==> src/rtl/runstop_pkg.sv <==
package runstop_pkg;
    typedef enum logic [1:0] {
        ST_INIT  = 2'd0,
        ST_RUN   = 2'd1,
        ST_DRAIN = 2'd2,
        ST_STOP  = 2'd3
    } run_state_e;
endpackage

==> src/rtl/runstop_en_sel.sv <==
module runstop_en_sel (
    input  logic clk,
    input  logic rst_n,
    input  logic pwr_en_i,
    input  logic sw_en_i,
    input  logic sw_ovr_i,
    output logic eff_en_o,
    output logic en_rise_o
);
    typedef struct packed {
        logic en;
    } sel_t;

    sel_t sel_d, sel_q;

    always_comb begin
        eff_en_o  = sw_ovr_i ? sw_en_i : pwr_en_i;
        en_rise_o = eff_en_o && !sel_q.en;
        sel_d     = sel_q;
        sel_d.en  = eff_en_o;
    end

    always_ff @(posedge clk or negedge rst_n) begin
        if (!rst_n) sel_q <= '0;
        else        sel_q <= sel_d;
    end
endmodule

==> src/rtl/runstop_fsm.sv <==
module runstop_fsm
    import runstop_pkg::*;
(
    input  logic       clk,
    input  logic       rst_n,
    input  logic       clear_i,
    input  logic       eff_en_i,
    input  logic       en_rise_i,
    input  logic       cmd_end_i,
    output run_state_e state_o,
    output logic       start_base_o,
    output logic       restart_o
);
    typedef struct packed {
        run_state_e state;
        logic       restart;
    } fsm_t;

    fsm_t fsm_d, fsm_q;

    always_comb begin
        fsm_d         = fsm_q;
        fsm_d.restart = 1'b0;
        start_base_o  = 1'b0;
        if (clear_i) begin
            fsm_d.state = ST_INIT;
        end else begin
            unique case (fsm_q.state)
                ST_INIT: begin
                    if (eff_en_i) begin
                        fsm_d.state   = ST_RUN;
                        fsm_d.restart = 1'b1;
                        start_base_o  = 1'b1;
                    end
                end
                ST_RUN: begin
                    if (!eff_en_i) fsm_d.state = cmd_end_i ? ST_STOP : ST_DRAIN;
                end
                ST_DRAIN: begin
                    if (eff_en_i)       fsm_d.state = ST_RUN;
                    else if (cmd_end_i) fsm_d.state = ST_STOP;
                end
                ST_STOP: begin
                    if (en_rise_i) fsm_d.state = ST_RUN;
                end
                default: fsm_d.state = ST_INIT;
            endcase
        end
    end

    always_ff @(posedge clk or negedge rst_n) begin
        if (!rst_n) fsm_q <= '{state: ST_INIT, restart: 1'b0};
        else        fsm_q <= fsm_d;
    end

    assign state_o   = fsm_q.state;
    assign restart_o = fsm_q.restart;

    AST_RESUME_ON_RISE: assert property (@(posedge clk) disable iff (!rst_n)
        ($past(fsm_q.state) == ST_STOP && fsm_q.state == ST_RUN) |-> $past(en_rise_i));
endmodule

==> src/rtl/runstop_pc.sv <==
module runstop_pc
    import runstop_pkg::*;
#(
    parameter int OFS_W = 17
) (
    input  logic             clk,
    input  logic             rst_n,
    input  logic             clear_i,
    input  run_state_e       state_i,
    input  logic             en_rise_i,
    input  logic             fetch_i,
    input  logic [OFS_W-1:0] base_i,
    input  logic             wr_i,
    input  logic [OFS_W-1:0] wr_data_i,
    output logic [OFS_W-1:0] ofs_o,
    output logic             loaded_o
);
    typedef struct packed {
        logic [OFS_W-1:0] ofs;
        logic             loaded;
    } pc_t;

    pc_t pc_d, pc_q;
    logic active;

    always_comb begin
        active = (state_i == ST_RUN) || (state_i == ST_DRAIN);
        pc_d   = pc_q;
        if (clear_i) begin
            pc_d.ofs    = base_i;
            pc_d.loaded = 1'b0;
        end else begin
            unique case (state_i)
                ST_INIT: pc_d.ofs = base_i;
                ST_RUN, ST_DRAIN: begin
                    if (fetch_i) pc_d.ofs = pc_q.ofs + 1'b1;
                end
                ST_STOP: begin
                    if (wr_i) pc_d.ofs = wr_data_i;
                    if (en_rise_i)  pc_d.loaded = 1'b0;
                    else if (wr_i)  pc_d.loaded = 1'b1;
                end
                default: pc_d = pc_q;
            endcase
        end
    end

    always_ff @(posedge clk or negedge rst_n) begin
        if (!rst_n) pc_q <= '0;
        else        pc_q <= pc_d;
    end

    assign ofs_o    = pc_q.ofs;
    assign loaded_o = pc_q.loaded;

    AST_PC_STEP: assert property (@(posedge clk) disable iff (!rst_n)
        ($past(active) && $past(fetch_i) && !$past(clear_i)) |-> (pc_q.ofs == $past(pc_q.ofs) + 1'b1));
    AST_LOADED_NEEDS_STOP: assert property (@(posedge clk) disable iff (!rst_n)
        $rose(pc_q.loaded) |-> ($past(state_i) == ST_STOP));
endmodule

==> src/rtl/runstop_done.sv <==
module runstop_done (
    input  logic clk,
    input  logic rst_n,
    input  logic active_i,
    input  logic sleep_i,
    input  logic start_base_i,
    output logic done_o,
    output logic pulse_o
);
    typedef struct packed {
        logic done;
        logic pulse;
    } done_t;

    done_t dn_d, dn_q;

    always_comb begin
        dn_d       = dn_q;
        dn_d.pulse = 1'b0;
        if (start_base_i) begin
            dn_d.done = 1'b0;
        end else if (active_i && sleep_i) begin
            dn_d.done  = 1'b1;
            dn_d.pulse = 1'b1;
        end
    end

    always_ff @(posedge clk or negedge rst_n) begin
        if (!rst_n) dn_q <= '0;
        else        dn_q <= dn_d;
    end

    assign done_o  = dn_q.done;
    assign pulse_o = dn_q.pulse;

    AST_PULSE_WITH_DONE: assert property (@(posedge clk) disable iff (!rst_n)
        dn_q.pulse |-> (dn_q.done && $past(sleep_i)));
endmodule

==> src/rtl/cmd_runstop.sv <==
module cmd_runstop
    import runstop_pkg::*;
#(
    parameter int              OFS_W  = 17,
    parameter int              HI_W   = 13,
    parameter logic [HI_W-1:0] HI_VAL = 13'h400,
    localparam int             ADDR_W = HI_W + OFS_W + 2
) (
    input  logic              clk,
    input  logic              rst_n,
    input  logic              pwr_en_i,
    input  logic              sw_en_i,
    input  logic              sw_ovr_i,
    input  logic              clear_i,
    input  logic [OFS_W-1:0]  base_ofs_i,
    input  logic              fetch_i,
    input  logic              cmd_done_i,
    input  logic              sleep_i,
    input  logic              pc_wr_i,
    input  logic [OFS_W-1:0]  pc_wr_data_i,
    output logic [ADDR_W-1:0] fetch_addr_o,
    output logic              running_o,
    output logic              stopped_o,
    output logic              pc_loaded_o,
    output logic              done_o,
    output logic              done_pulse_o,
    output logic              restart_o
);
    logic             eff_en, en_rise, start_base;
    run_state_e       state;
    logic [OFS_W-1:0] ofs;

    runstop_en_sel u_en (
        .clk(clk), .rst_n(rst_n),
        .pwr_en_i(pwr_en_i), .sw_en_i(sw_en_i), .sw_ovr_i(sw_ovr_i),
        .eff_en_o(eff_en), .en_rise_o(en_rise)
    );

    runstop_fsm u_fsm (
        .clk(clk), .rst_n(rst_n), .clear_i(clear_i),
        .eff_en_i(eff_en), .en_rise_i(en_rise),
        .cmd_end_i(cmd_done_i | sleep_i),
        .state_o(state), .start_base_o(start_base), .restart_o(restart_o)
    );

    runstop_pc #(.OFS_W(OFS_W)) u_pc (
        .clk(clk), .rst_n(rst_n), .clear_i(clear_i), .state_i(state),
        .en_rise_i(en_rise), .fetch_i(fetch_i), .base_i(base_ofs_i),
        .wr_i(pc_wr_i), .wr_data_i(pc_wr_data_i),
        .ofs_o(ofs), .loaded_o(pc_loaded_o)
    );

    runstop_done u_done (
        .clk(clk), .rst_n(rst_n),
        .active_i(running_o), .sleep_i(sleep_i), .start_base_i(start_base),
        .done_o(done_o), .pulse_o(done_pulse_o)
    );

    assign running_o    = (state == ST_RUN) || (state == ST_DRAIN);
    assign stopped_o    = (state == ST_STOP);
    assign fetch_addr_o = {HI_VAL, ofs, 2'b00};

    AST_STOP_AFTER_END: assert property (@(posedge clk) disable iff (!rst_n)
        $rose(stopped_o) |-> ($past(cmd_done_i || sleep_i) && !$past(eff_en)));
    AST_RESTART_CLEARS_DONE: assert property (@(posedge clk) disable iff (!rst_n)
        restart_o |-> (!done_o && running_o));
    AST_WRITE_DROPPED: assert property (@(posedge clk) disable iff (!rst_n)
        ($past(running_o) && $past(pc_wr_i) && !$past(fetch_i) && !$past(clear_i))
            |-> $stable(fetch_addr_o));
endmodule

==> config.mk <==
export PLATFORM = sky130hd
export DESIGN_NAME = cmd_runstop
export DESIGN_NICKNAME = d
export VERILOG_FILES = /design/src/rtl/runstop_pkg.sv /design/src/rtl/runstop_en_sel.sv /design/src/rtl/runstop_fsm.sv /design/src/rtl/runstop_pc.sv /design/src/rtl/runstop_done.sv /design/src/rtl/cmd_runstop.sv
export SDC_FILE = /design/constraint.sdc
export NUM_CORES = 1
export LEC_CHECK = 0
export BUFFER_PORTS_ARGS = -buffer_cell sky130_fd_sc_hd__clkbuf_2
export CORE_UTILIZATION = 50
export CTS_CLUSTER_DIAMETER = 50
export DETAILED_ROUTE_END_ITERATION = 16
export GPL_TIMING_DRIVEN = 0
export PLACE_DENSITY = 0.81
export SLEW_MARGIN = 20
export SYNTH_ARGS = -nofsm -noshare
export SYNTH_HDL_FRONTEND = slang
export SYNTH_SLANG_ARGS = --single-unit
==> constraint.sdc <==
create_clock -name clk -period 3 [get_ports clk]
set_clock_uncertainty 0.05 [all_clocks]
set_input_delay 0.6 -clock clk [delete_from_list [all_inputs] [get_ports clk]]
set_output_delay 0.6 -clock clk [all_outputs]
set_load 0.005 [all_outputs]
==> results of run 1 <==
-- worst min path at each step --
stage | startpoint | to | slack (ns) | cells past startpoint
after detailed placement | u_en.sel_q$_DFF_PN0_ | u_pc.loaded_o$_DFFE_PN0P_ | 0.48 | 2
after CTS | rst_n | u_pc.ofs_o[2]$_DFFE_PN0P_ | 0.29 | 1
after global routing | rst_n | u_pc.ofs_o[2]$_DFFE_PN0P_ | 0.31 | 1
final | rst_n | u_pc.ofs_o[14]$_DFFE_PN0P_ | 0.27 | 1
after global placement | u_done.done_o$_DFFE_PN0P_ | u_done.done_o$_DFFE_PN0P_ | 0.43 | 2
after floorplan | rst_n | u_done.done_o$_DFFE_PN0P_ | 0.25 | 0
-- routing by layer --
metal  vias up  wire (um)  track usage [%]
met1       946       2270             36.5
met5         -          0                0
li1        982          -                -
met2       117       2570             47.7
met3        15        395             5.11
met4         0         78             8.43
-- sequential cells by signal, summed over array words and instances, names as in the netlist --
name,cells
u_done.done_o,1
u_done.pulse_o,1
u_en.sel_q,1
u_fsm.restart_o,1
u_fsm.state_o,2
u_pc.loaded_o,1
u_pc.ofs_o,17
-- logic make-up after synthesis --
logic type                 after synthesis  synth area share (%)
buffers and inverters                   37                  10.7
other                                    2                 0.407
AOI/OAI and AO/OA                       86                  30.3
adders and majority gates                5                  3.39
and+or+nand+nor                         65                  19.1
muxes                                    4                  2.24
xor gates and xnor gates                 3                  1.42
DFF                                     24                  32.6
-- cell type report --
cell class | instances | area (um2)
sequential | 24 | 601
multi-input combinational | 178 | 1100
inverter | 8 | 30.0
buffer | 29 | 166
tap | 46 | 57.6
fill | 317 | 1090
clock inverter | 1 | 30.0
timing repair buffer | 66 | 330
clock buffer | 3 | 41.3
-- synth_stat cells, drive strengths merged (3+ instances only) --
library cell / count
a21oi: 6
a221oi: 5
a22o: 4
a31oi: 6
buf: 16
clkbuf: 13
dfrtp: 24
ha: 5
inv: 8
mux2i: 3
nand2: 19
nand3: 7
nand4: 5
nor2: 9
nor3: 7
nor4: 6
o211ai: 3
o21a: 6
o21ai: 38
o2bb2ai: 5
o41ai: 4
-- worst max-delay path, delay by kind of cell (launching register included) --
family          cells  cell delay, ns
buf+inv             3            0.93
compound gates      3            0.47
fa+ha+maj           1            0.39
flops               1            0.38
simple gates        1            0.12
-- per-stage QoR --
stage	cells	total power, W	hold slack, ns
6_report	355	0.00164	0.268
5_1_grt	355	0.00176	0.311
4_1_cts	355	0.00164	0.288
3_5_place_dp	351	0.00133	0.479
3_3_place_gp	351	0.00131	0.429
2_1_floorplan	239	0.00104	0.254
-- where the power goes --
group          switching (W)  internal, W  total (W)
clock network       0.000120     0.000179   0.000299
registers           0.000159     0.000430   0.000590
logic               0.000435     0.000317   0.000752
==> results.json, run 1 <==
{
  "finalNetCount": 359,
  "cts_sinks": 24,
  "cpMaxStageDelayCell": "clkbuf_1",
  "worst_pin_slew_ns": 0.627,
  "dr.pass1.iters": 5,
  "synth_area_um2": 1840,
  "cts_tree": "yes",
  "synth_cell_types": 46,
  "final_cell_mix": "66 x clkbuf_2, 33 x o21ai_0, 24 x dfrtp_1",
  "setup_tns_ns": 0,
  "num_vias": 2060,
  "irDropWorstVdd_mv": 0.452,
  "grt_max_degree": 25,
  "drtIter0Drc": 157,
  "die_h_um": 62.7,
  "gp_congestion": 0.892,
  "synthCells": 226,
  "period_share_pct": 81.4,
  "port_buffers": 66,
  "netlist.area_leader.share_pct": 32.6,
  "critPathCaptureType": "flip-flop",
  "ys_warn_count": 0,
  "slew_headroom_pct": 58.2,
  "drt-total-wl_mm": 5.31,
  "cp_max_fo": 10,
  "cts_made_buffers": 3,
  "io_pins": 82,
  "cts-root-buf": "clkbuf_8",
  "rr_startpoint": "u_fsm.state_o[0]$_DFFE_PN0P_",
  "wl_per_cell_um": 15.0,
  "drc": 0,
  "hp-class": "primary input to async pin",
  "p_per_area_nw_per_um2": 698,
  "maxCapViolations": 0,
  "place_area_um2": 2280,
  "hold_viol_final": 0,
  "grt_antenna_before_repair": 0,
  "clkTransAtPathRegs_ns": 0.10,
  "regToRegEndpoint": "u_pc.ofs_o[7]$_DFFE_PN0P_",
  "clockBufferDepth": 2,
  "htreeDepth": 1,
  "grt_pass1_wl_mm": 8.80,
  "final-setup-viol-count": 0,
  "cp_cell_sequence": "inv_1 -> ha_1 -> nand2b_1 -> a21o_1 -> clkbuf_1 -> clkbuf_1 -> o21ai_0 -> o2bb2ai_1",
  "required_ns": 3.12,
  "crit_end": "u_pc.ofs_o[7]$_DFFE_PN0P_",
  "grt_setup_unrepaired": "no",
  "synth_enable_flop_cells": 0,
  "leakagePower_nw": 1.09,
  "setup_slack_ns": 0.558,
  "ant_nets": 0,
  "postCtsSetupBuffers": 0,
  "clock.fmax_ghz": 0.410,
  "ff2ff_setup_slack_ns": 0.56,
  "synth_seq_cells": 24,
  "drv_slew": 0,
  "finalInstanceArea_um2": 2350,
  "cts_resized": 0,
  "floorplan.rows": 21,
  "ys_seq_area_share_pct": 32.6,
  "clkLatencyLatePin_ns": 0.28,
  "outcome": "finished clean",
  "final_common_cell": "clkbuf_2",
  "die_w_um": 62.7,
  "synth-main-ff-cell": "dfrtp_1",
  "path_class": "flip-flop to flip-flop",
  "ff2ff_path_depth": 8,
  "synthTopCellsByArea": "dfrtp_1 33%, o21ai_0 9.0%, buf_4 6.1%, nand2_1 3.9%, ha_1 3.4%",
  "core_area_um2": 3440,
  "worst_path_largest_cell_delay_ns": 0.46,
  "dp_slack_ns": 0.625,
  "grt_pass1_vias": 1888,
  "fin_crit_ns": 2.44,
  "crit_path_start": "u_fsm.state_o[0]$_DFFE_PN0P_",
  "crit_top_cell": "clkbuf_1",
  "grt_usage_pct": 28.2,
  "postCtsHoldBufs": 0,
  "async_flop_share_pct": 100,
  "finish.utilization_pct": 68.3,
  "dieArea_um2": 3940,
  "hpwlAfterDp_mm": 3.96,
  "start_util_pct": 53.6,
  "layout-drive-gt1-share_pct": 28.8,
  "viasPerCell": 5.80,
  "worst_setup_path_start_kind": "flip-flop",
  "area_growth_pct": 27.5,
  "yosysTopAreaCell": "dfrtp_1",
  "antenna_cells": 0,
  "arrival_ns": 2.57,
  "grt_overflow_total": 0,
  "avgSynthCellArea_um2": 8.16
}
Note: power is estimated with default switching activity, not from simulation.
==> run 2, diff against run 1 <==
CORE_UTILIZATION = 43   (was 50)
PLACE_DENSITY = 0.74   (was 0.81)
clock period = 2.1 ns   (was 3 ns; I/O delays follow)
==> run 2 against run 1 <==
Against the previous run: first-iteration DRC count up 24%; global-route usage down 3.5 points; worst setup slack worse by 0.42 ns; worst hold slack worse by 0.17 ns; non-clock buffer count down 1; cell count up 0.85%; sequential power up 44%; routed wire length up 3.2%; via count up 0.29%; power up 39%; largest cell class unchanged; highest routed layer unchanged.
==> results.json, run 2 (synthesis gave the netlist of run 1 again) <==
{
  "outcome": "finished clean",
  "clockBufferDepth": 2,
  "irDropWorstVdd_mv": 0.557,
  "io_pins": 82,
  "setup_slack_ns": 0.138,
  "finalNetCount": 358,
  "leakagePower_nw": 1.09,
  "die_w_um": 67.5,
  "path_class": "flip-flop to flip-flop",
  "postCtsHoldBufs": 0,
  "worst_pin_slew_ns": 0.647,
  "grt_usage_pct": 24.7,
  "regToRegEndpoint": "u_pc.ofs_o[12]$_DFFE_PN0P_",
  "drv_slew": 0,
  "rr_startpoint": "u_fsm.state_o[0]$_DFFE_PN0P_",
  "drtIter0Drc": 194,
  "multi_input_area_um2": 1110,
  "start_util_pct": 45.5,
  "grt_setup_unrepaired": "yes",
  "viasPerCell": 5.77,
  "final-setup-viol-count": 0,
  "final_cell_mix": "71 x clkbuf_2, 33 x o21ai_0, 23 x dfrtp_1",
  "clkTransAtPathRegs_ns": 0.09,
  "dp_slack_ns": -0.282,
  "grt_pass1_vias": 1794,
  "dr.pass1.iters": 5,
  "final-seq-area_um2": 602,
  "drt-total-wl_mm": 5.48,
  "core_area_um2": 4060,
  "finalInstanceArea_um2": 2360,
  "ff2ff_setup_slack_ns": 0.14,
  "critPathCaptureType": "flip-flop",
  "cts_made_buffers": 3,
  "fin_crit_ns": 1.96,
  "grt_max_degree": 25,
  "required_ns": 2.27,
  "hpwlAfterDp_mm": 3.98,
  "drc": 0,
  "layout-drive-gt1-share_pct": 31.5,
  "place_area_um2": 2290,
  "port_buffers": 66,
  "htreeDepth": 1,
  "grt_pass1_wl_mm": 8.34,
  "area_growth_pct": 27.7,
  "cts-root-buf": "clkbuf_8",
  "worst_setup_path_start_kind": "flip-flop",
  "ant_nets": 0,
  "setup_tns_ns": 0,
  "antenna_cells": 0,
  "wl_per_cell_um": 15.3,
  "grt_antenna_before_repair": 0,
  "p_per_area_nw_per_um2": 970,
  "fillCellCount": 389,
  "maxCapViolations": 0,
  "final_common_cell": "clkbuf_2",
  "worst_path_largest_cell_delay_ns": 0.39,
  "cts_sinks": 24,
  "gp_congestion": 0.880,
  "ff2ff_path_depth": 7,
  "num_vias": 2066,
  "slew_headroom_pct": 56.9,
  "clock.fmax_ghz": 0.510,
  "floorplan.rows": 23,
  "stdcell_count": 358,
  "period_share_pct": 93.4,
  "hp-class": "primary input to async pin",
  "arrival_ns": 2.13,
  "hold_viol_final": 0,
  "grt_overflow_total": 0,
  "place_inst": 355,
  "cpMaxStageDelayCell": "clkbuf_1",
  "cpLargestDelayFamily": "compound AO/OA/AOI/OAI gates",
  "clkLatencyLatePin_ns": 0.28,
  "dieArea_um2": 4550,
  "cp_max_fo": 10,
  "path_buf_inv": 2,
  "cts_tree": "yes",
  "largest_reg_flops": 17,
  "cp_cell_sequence": "inv_1 -> ha_1 -> nor2_1 -> clkbuf_1 -> o21ai_0 -> o41ai_1 -> a22o_1",
  "die_h_um": 67.5
}
-- run 2: timing repair --
item | in CTS | in global routing
gates cloned | 0 | 0
setup endpoints to repair | 15 | 17
gates resized for setup | 3 | 10
buffers inserted | 0 | 0
-- run 2: how the worst max path moves through the flow --
stage | startpoint | to | cells after the start
after detailed placement | u_fsm.state_o[0]$_DFFE_PN0P_ | u_pc.ofs_o[11]$_DFFE_PN0P_ | 8
after floorplan | u_fsm.state_o[0]$_DFFE_PN0P_ | u_pc.ofs_o[14]$_DFFE_PN0P_ | 8
final | u_fsm.state_o[0]$_DFFE_PN0P_ | u_pc.ofs_o[12]$_DFFE_PN0P_ | 7
after global routing | u_fsm.state_o[0]$_DFFE_PN0P_ | u_pc.ofs_o[10]$_DFFE_PN0P_ | 7
after CTS | u_fsm.state_o[1]$_DFFE_PN0P_ | u_pc.ofs_o[12]$_DFFE_PN0P_ | 6
after global placement | u_fsm.state_o[0]$_DFFE_PN0P_ | u_pc.ofs_o[7]$_DFFE_PN0P_ | 8
-- run 2: cell type report --
class                      instances  area share, %
multi-input combinational        178           46.9
clock buffer                       4           2.34
buffer                            28           7.22
sequential                        24           25.5
inverter                           8           1.27
timing repair buffer              66           14.0
tap                               50           2.66
-- run 2: report_power, final --
group          internal [W]  switching (W)  leakage [nW]
combinational      0.000463       0.000635         0.774
sequential         0.000616       0.000233         0.290
clock              0.000168       0.000169        0.0288
total               0.00125        0.00104          1.09
-- run 2: layer usage --
layer | vias up | track usage, % | wire (um)
met4 | 0 | 8.24 | 62
met5 | - | 0 | 0
met3 | 8 | 5.07 | 515
met1 | 956 | 31.6 | 2360
met2 | 116 | 41.0 | 2540
li1 | 986 | - | -
-- run 2: per-stage QoR --
step	total power, W	hold slack (ns)	util, %
2_1_floorplan	0.00149	0.0744	-
3_3_place_gp	0.00188	0.418	56.3
3_5_place_dp	0.00191	0.426	56.3
4_1_cts	0.00225	0.121	57.7
5_1_grt	0.00245	0.142	58.1
6_report	0.00228	0.0988	58.1
==> run 3, diff against run 2 <==
CORE_UTILIZATION = 42   (was 43)
PLACE_DENSITY = 0.73   (was 0.74)
SYNTH_HIERARCHICAL = 1   (was unset)
==> run 3 against run 2 <==
Against the previous run: cell count shrank 1.7%; register-to-register slack lost 0.04 ns; critical path type unchanged; fmax fell by 1.9%; worst hold slack gained 0.0081 ns; synthesized cell count decreased by 4.4%; worst setup slack worse by 0.038 ns; routed wire length down 3.9%; largest cell class unchanged; die area down 0.78%.
==> results.json, run 3 <==
{
  "dp_slack_ns": -0.278,
  "setup_tns_ns": 0,
  "floorplan.rows": 23,
  "wl_per_cell_um": 15.0,
  "synth_cell_types": 49,
  "synth_enable_flop_cells": 0,
  "crit_end": "u_pc/ofs_o[16]$_DFFE_PN0P_",
  "die_w_um": 67.2,
  "leakagePower_nw": 1.09,
  "cp_cell_sequence": "inv_1 -> ha_1 -> buf_4 -> nand2b_1 -> a21o_1 -> buf_4 -> o21ai_0 -> a22o_1",
  "clkTransAtPathRegs_ns": 0.09,
  "ys_seq_area_share_pct": 33.6,
  "cpLargestDelayFamily": "compound AO/OA/AOI/OAI gates",
  "postCtsHoldBufs": 0,
  "final-setup-viol-count": 0,
  "ys_warn_count": 6,
  "synthTopCellsByArea": "dfrtp_1 34%, o21ai_0 9.0%, buf_4 6.3%, nand2_1 4.4%, a221oi_1 3.4%",
  "period_share_pct": 95.2,
  "cp.depth": 8,
  "area_growth_pct": 31.0,
  "grt_max_degree": 25,
  "hold_viol_final": 0,
  "ff2ff_path_depth": 8,
  "antenna_cells": 0,
  "maxCapViolations": 0,
  "synthCells": 216,
  "power_switching_w": 0.000535,
  "largest_reg_flops": 17,
  "cts_made_buffers": 3,
  "grt_usage_pct": 25.2,
  "clkPwrFrac_pct": 19.1,
  "swShare_pct": 37.1,
  "clkLatencyLatePin_ns": 0.26,
  "port_buffers": 66,
  "htreeDepth": 1,
  "ant_nets": 0,
  "synth-main-ff-cell": "dfrtp_1",
  "cp_max_fo": 10,
  "cts_sinks": 24,
  "clockBufferDepth": 2,
  "worst_pin_slew_ns": 0.631,
  "clock.fmax_ghz": 0.500,
  "p_per_area_nw_per_um2": 617,
  "grt_pass1_vias": 1819,
  "async_flop_share_pct": 100,
  "p_int_w": 0.000909,
  "grt_pass1_wl_mm": 8.40,
  "path_buf_inv": 3,
  "dr.pass1.iters": 4,
  "hp-class": "primary input to async pin",
  "drc": 0,
  "core_area_um2": 4030,
  "hpwlAfterDp_mm": 3.74,
  "worst_path_largest_cell_delay_ns": 0.43,
  "finalNetCount": 352,
  "yosysMostFrequentCell": "o21ai_0",
  "seq_power_share_pct": 44.3,
  "final_cell_mix": "69 x clkbuf_2, 31 x o21ai_0, 22 x buf_4",
  "synth.top_cells.by_count": "32 x o21ai_0, 24 x dfrtp_1, 21 x nand2_1, 15 x buf_4, 10 x clkbuf_1",
  "dieArea_um2": 4520,
  "rr_startpoint": "u_fsm/state_o[1]$_DFFE_PN0P_",
  "cts-root-buf": "clkbuf_8",
  "avgSynthCellArea_um2": 8.27,
  "irDropWorstVdd_mv": 0.306,
  "totalPowerFinal_w": 0.00144,
  "drv_slew": 0,
  "holdWs_ns": 0.107,
  "num_vias": 1937,
  "required_ns": 2.21,
  "drt-total-wl_mm": 5.27,
  "gp_congestion": 0.877,
  "arrival_ns": 2.11,
  "slew_headroom_pct": 57.9,
  "outcome": "finished clean",
  "drtIter0Drc": 134,
  "worst_setup_path_start_kind": "flip-flop",
  "synth_area_um2": 1790,
  "critPathCaptureType": "flip-flop",
  "synth_seq_cells": 24,
  "regToRegEndpoint": "u_pc/ofs_o[16]$_DFFE_PN0P_",
  "grt_overflow_total": 0,
  "finish.utilization_pct": 58.1,
  "final_common_cell": "clkbuf_2",
  "netlist.area_leader.share_pct": 33.6,
  "io_pins": 82,
  "yosysTopAreaCell": "dfrtp_1",
  "grt_antenna_before_repair": 0,
  "ff2ff_setup_slack_ns": 0.10,
  "cpMaxStageDelayCell": "dfrtp_2",
  "layout-drive-gt1-share_pct": 35.8,
  "cts_tree": "yes",
  "crit_top_cell": "buf_4",
  "combPwrFrac_pct": 36.6,
  "crit_path_start": "u_fsm/state_o[1]$_DFFE_PN0P_",
  "die_h_um": 67.2,
  "setup_slack_ns": 0.100,
  "fin_crit_ns": 2.00,
  "path_class": "flip-flop to flip-flop",
  "start_util_pct": 44.3,
  "viasPerCell": 5.50
}
==> run 3: logic make-up (layout without fill, tap and decap cells) <==
kind of cell / Yosys count / after routing / share of synthesized area (%)
multiplexers: 2 / 2 / 1.40
AO/OA/AOI/OAI: 71 / 71 / 25.8
buffers and inverters: 33 / 106 / 10.2
XOR/XNOR: 4 / 4 / 1.96
AND/OR/NAND/NOR: 76 / 76 / 23.7
adder cells (fa/ha/maj): 4 / 4 / 2.80
other: 2 / 15 / 0.420
flip-flops: 24 / 24 / 33.6
==> run 3: cell type report <==
cell class	count	area, um2
multi-input combinational	172	1070
clock buffer	3	41.3
buffer	27	176
timing repair buffer	71	368
tap	50	62.6
inverter	5	18.8
fill	389	1690
sequential	24	604
==> run 3: per-layer routing <==
| layer | share of wire, % | GRT usage [%] | vias up | wire length [um] |
|---|---|---|---|---|
| met4 | 0.89 | 8.24 | 0 | 47 |
| li1 | - | - | 953 | - |
| met5 | 0 | 0 | - | 0 |
| met1 | 40 | 31.0 | 869 | 2090 |
| met2 | 49 | 44.1 | 109 | 2580 |
| met3 | 10 | 4.56 | 6 | 546 |
==> run 3: repair_timing <==
| action | 4_1_cts | 5_1_grt |
|---|---|---|
| setup buffers | 1 | 4 |
| endpoints found under the setup margin | 18 | 13 |
| pin swaps | 1 | 0 |
| gates resized for setup | 13 | 8 |
==> run 3: stage by stage <==
| stage | instances | cell area [um2] |
|---|---|---|
| floorplan | 229 | 1840 |
| global placement | 345 | 2230 |
| detailed placement | 345 | 2230 |
| CTS | 348 | 2300 |
| global route | 352 | 2340 |
| finish | 352 | 2340 |
==> run 3: power groups by stage <==
| stage | logic (W) | clock network, W | registers [W] |
|---|---|---|---|
| CTS | 0.000510 | 0.000291 | 0.000642 |
| global placement | 0.000483 | 0 | 0.000650 |
| finish | 0.000529 | 0.000276 | 0.000639 |
| floorplan | 0.000291 | 0 | 0.000637 |
| detailed placement | 0.000496 | 0 | 0.000652 |
| global route | 0.000598 | 0.000312 | 0.000653 |
==> run 3: worst min-delay path by stage <==
stage | slack [ns] | from | depth (start not counted) | to
6_report | 0.11 | rst_n | 1 | u_pc/ofs_o[6]$_DFFE_PN0P_
5_1_grt | 0.14 | rst_n | 1 | u_pc/ofs_o[6]$_DFFE_PN0P_
4_1_cts | 0.13 | rst_n | 1 | u_pc/ofs_o[5]$_DFFE_PN0P_
3_5_place_dp | 0.42 | rst_n | 1 | u_pc/ofs_o[6]$_DFFE_PN0P_
3_3_place_gp | 0.42 | rst_n | 1 | u_pc/ofs_o[6]$_DFFE_PN0P_
2_1_floorplan | 0.07 | rst_n | 0 | u_done/done_o$_DFFE_PN0P_
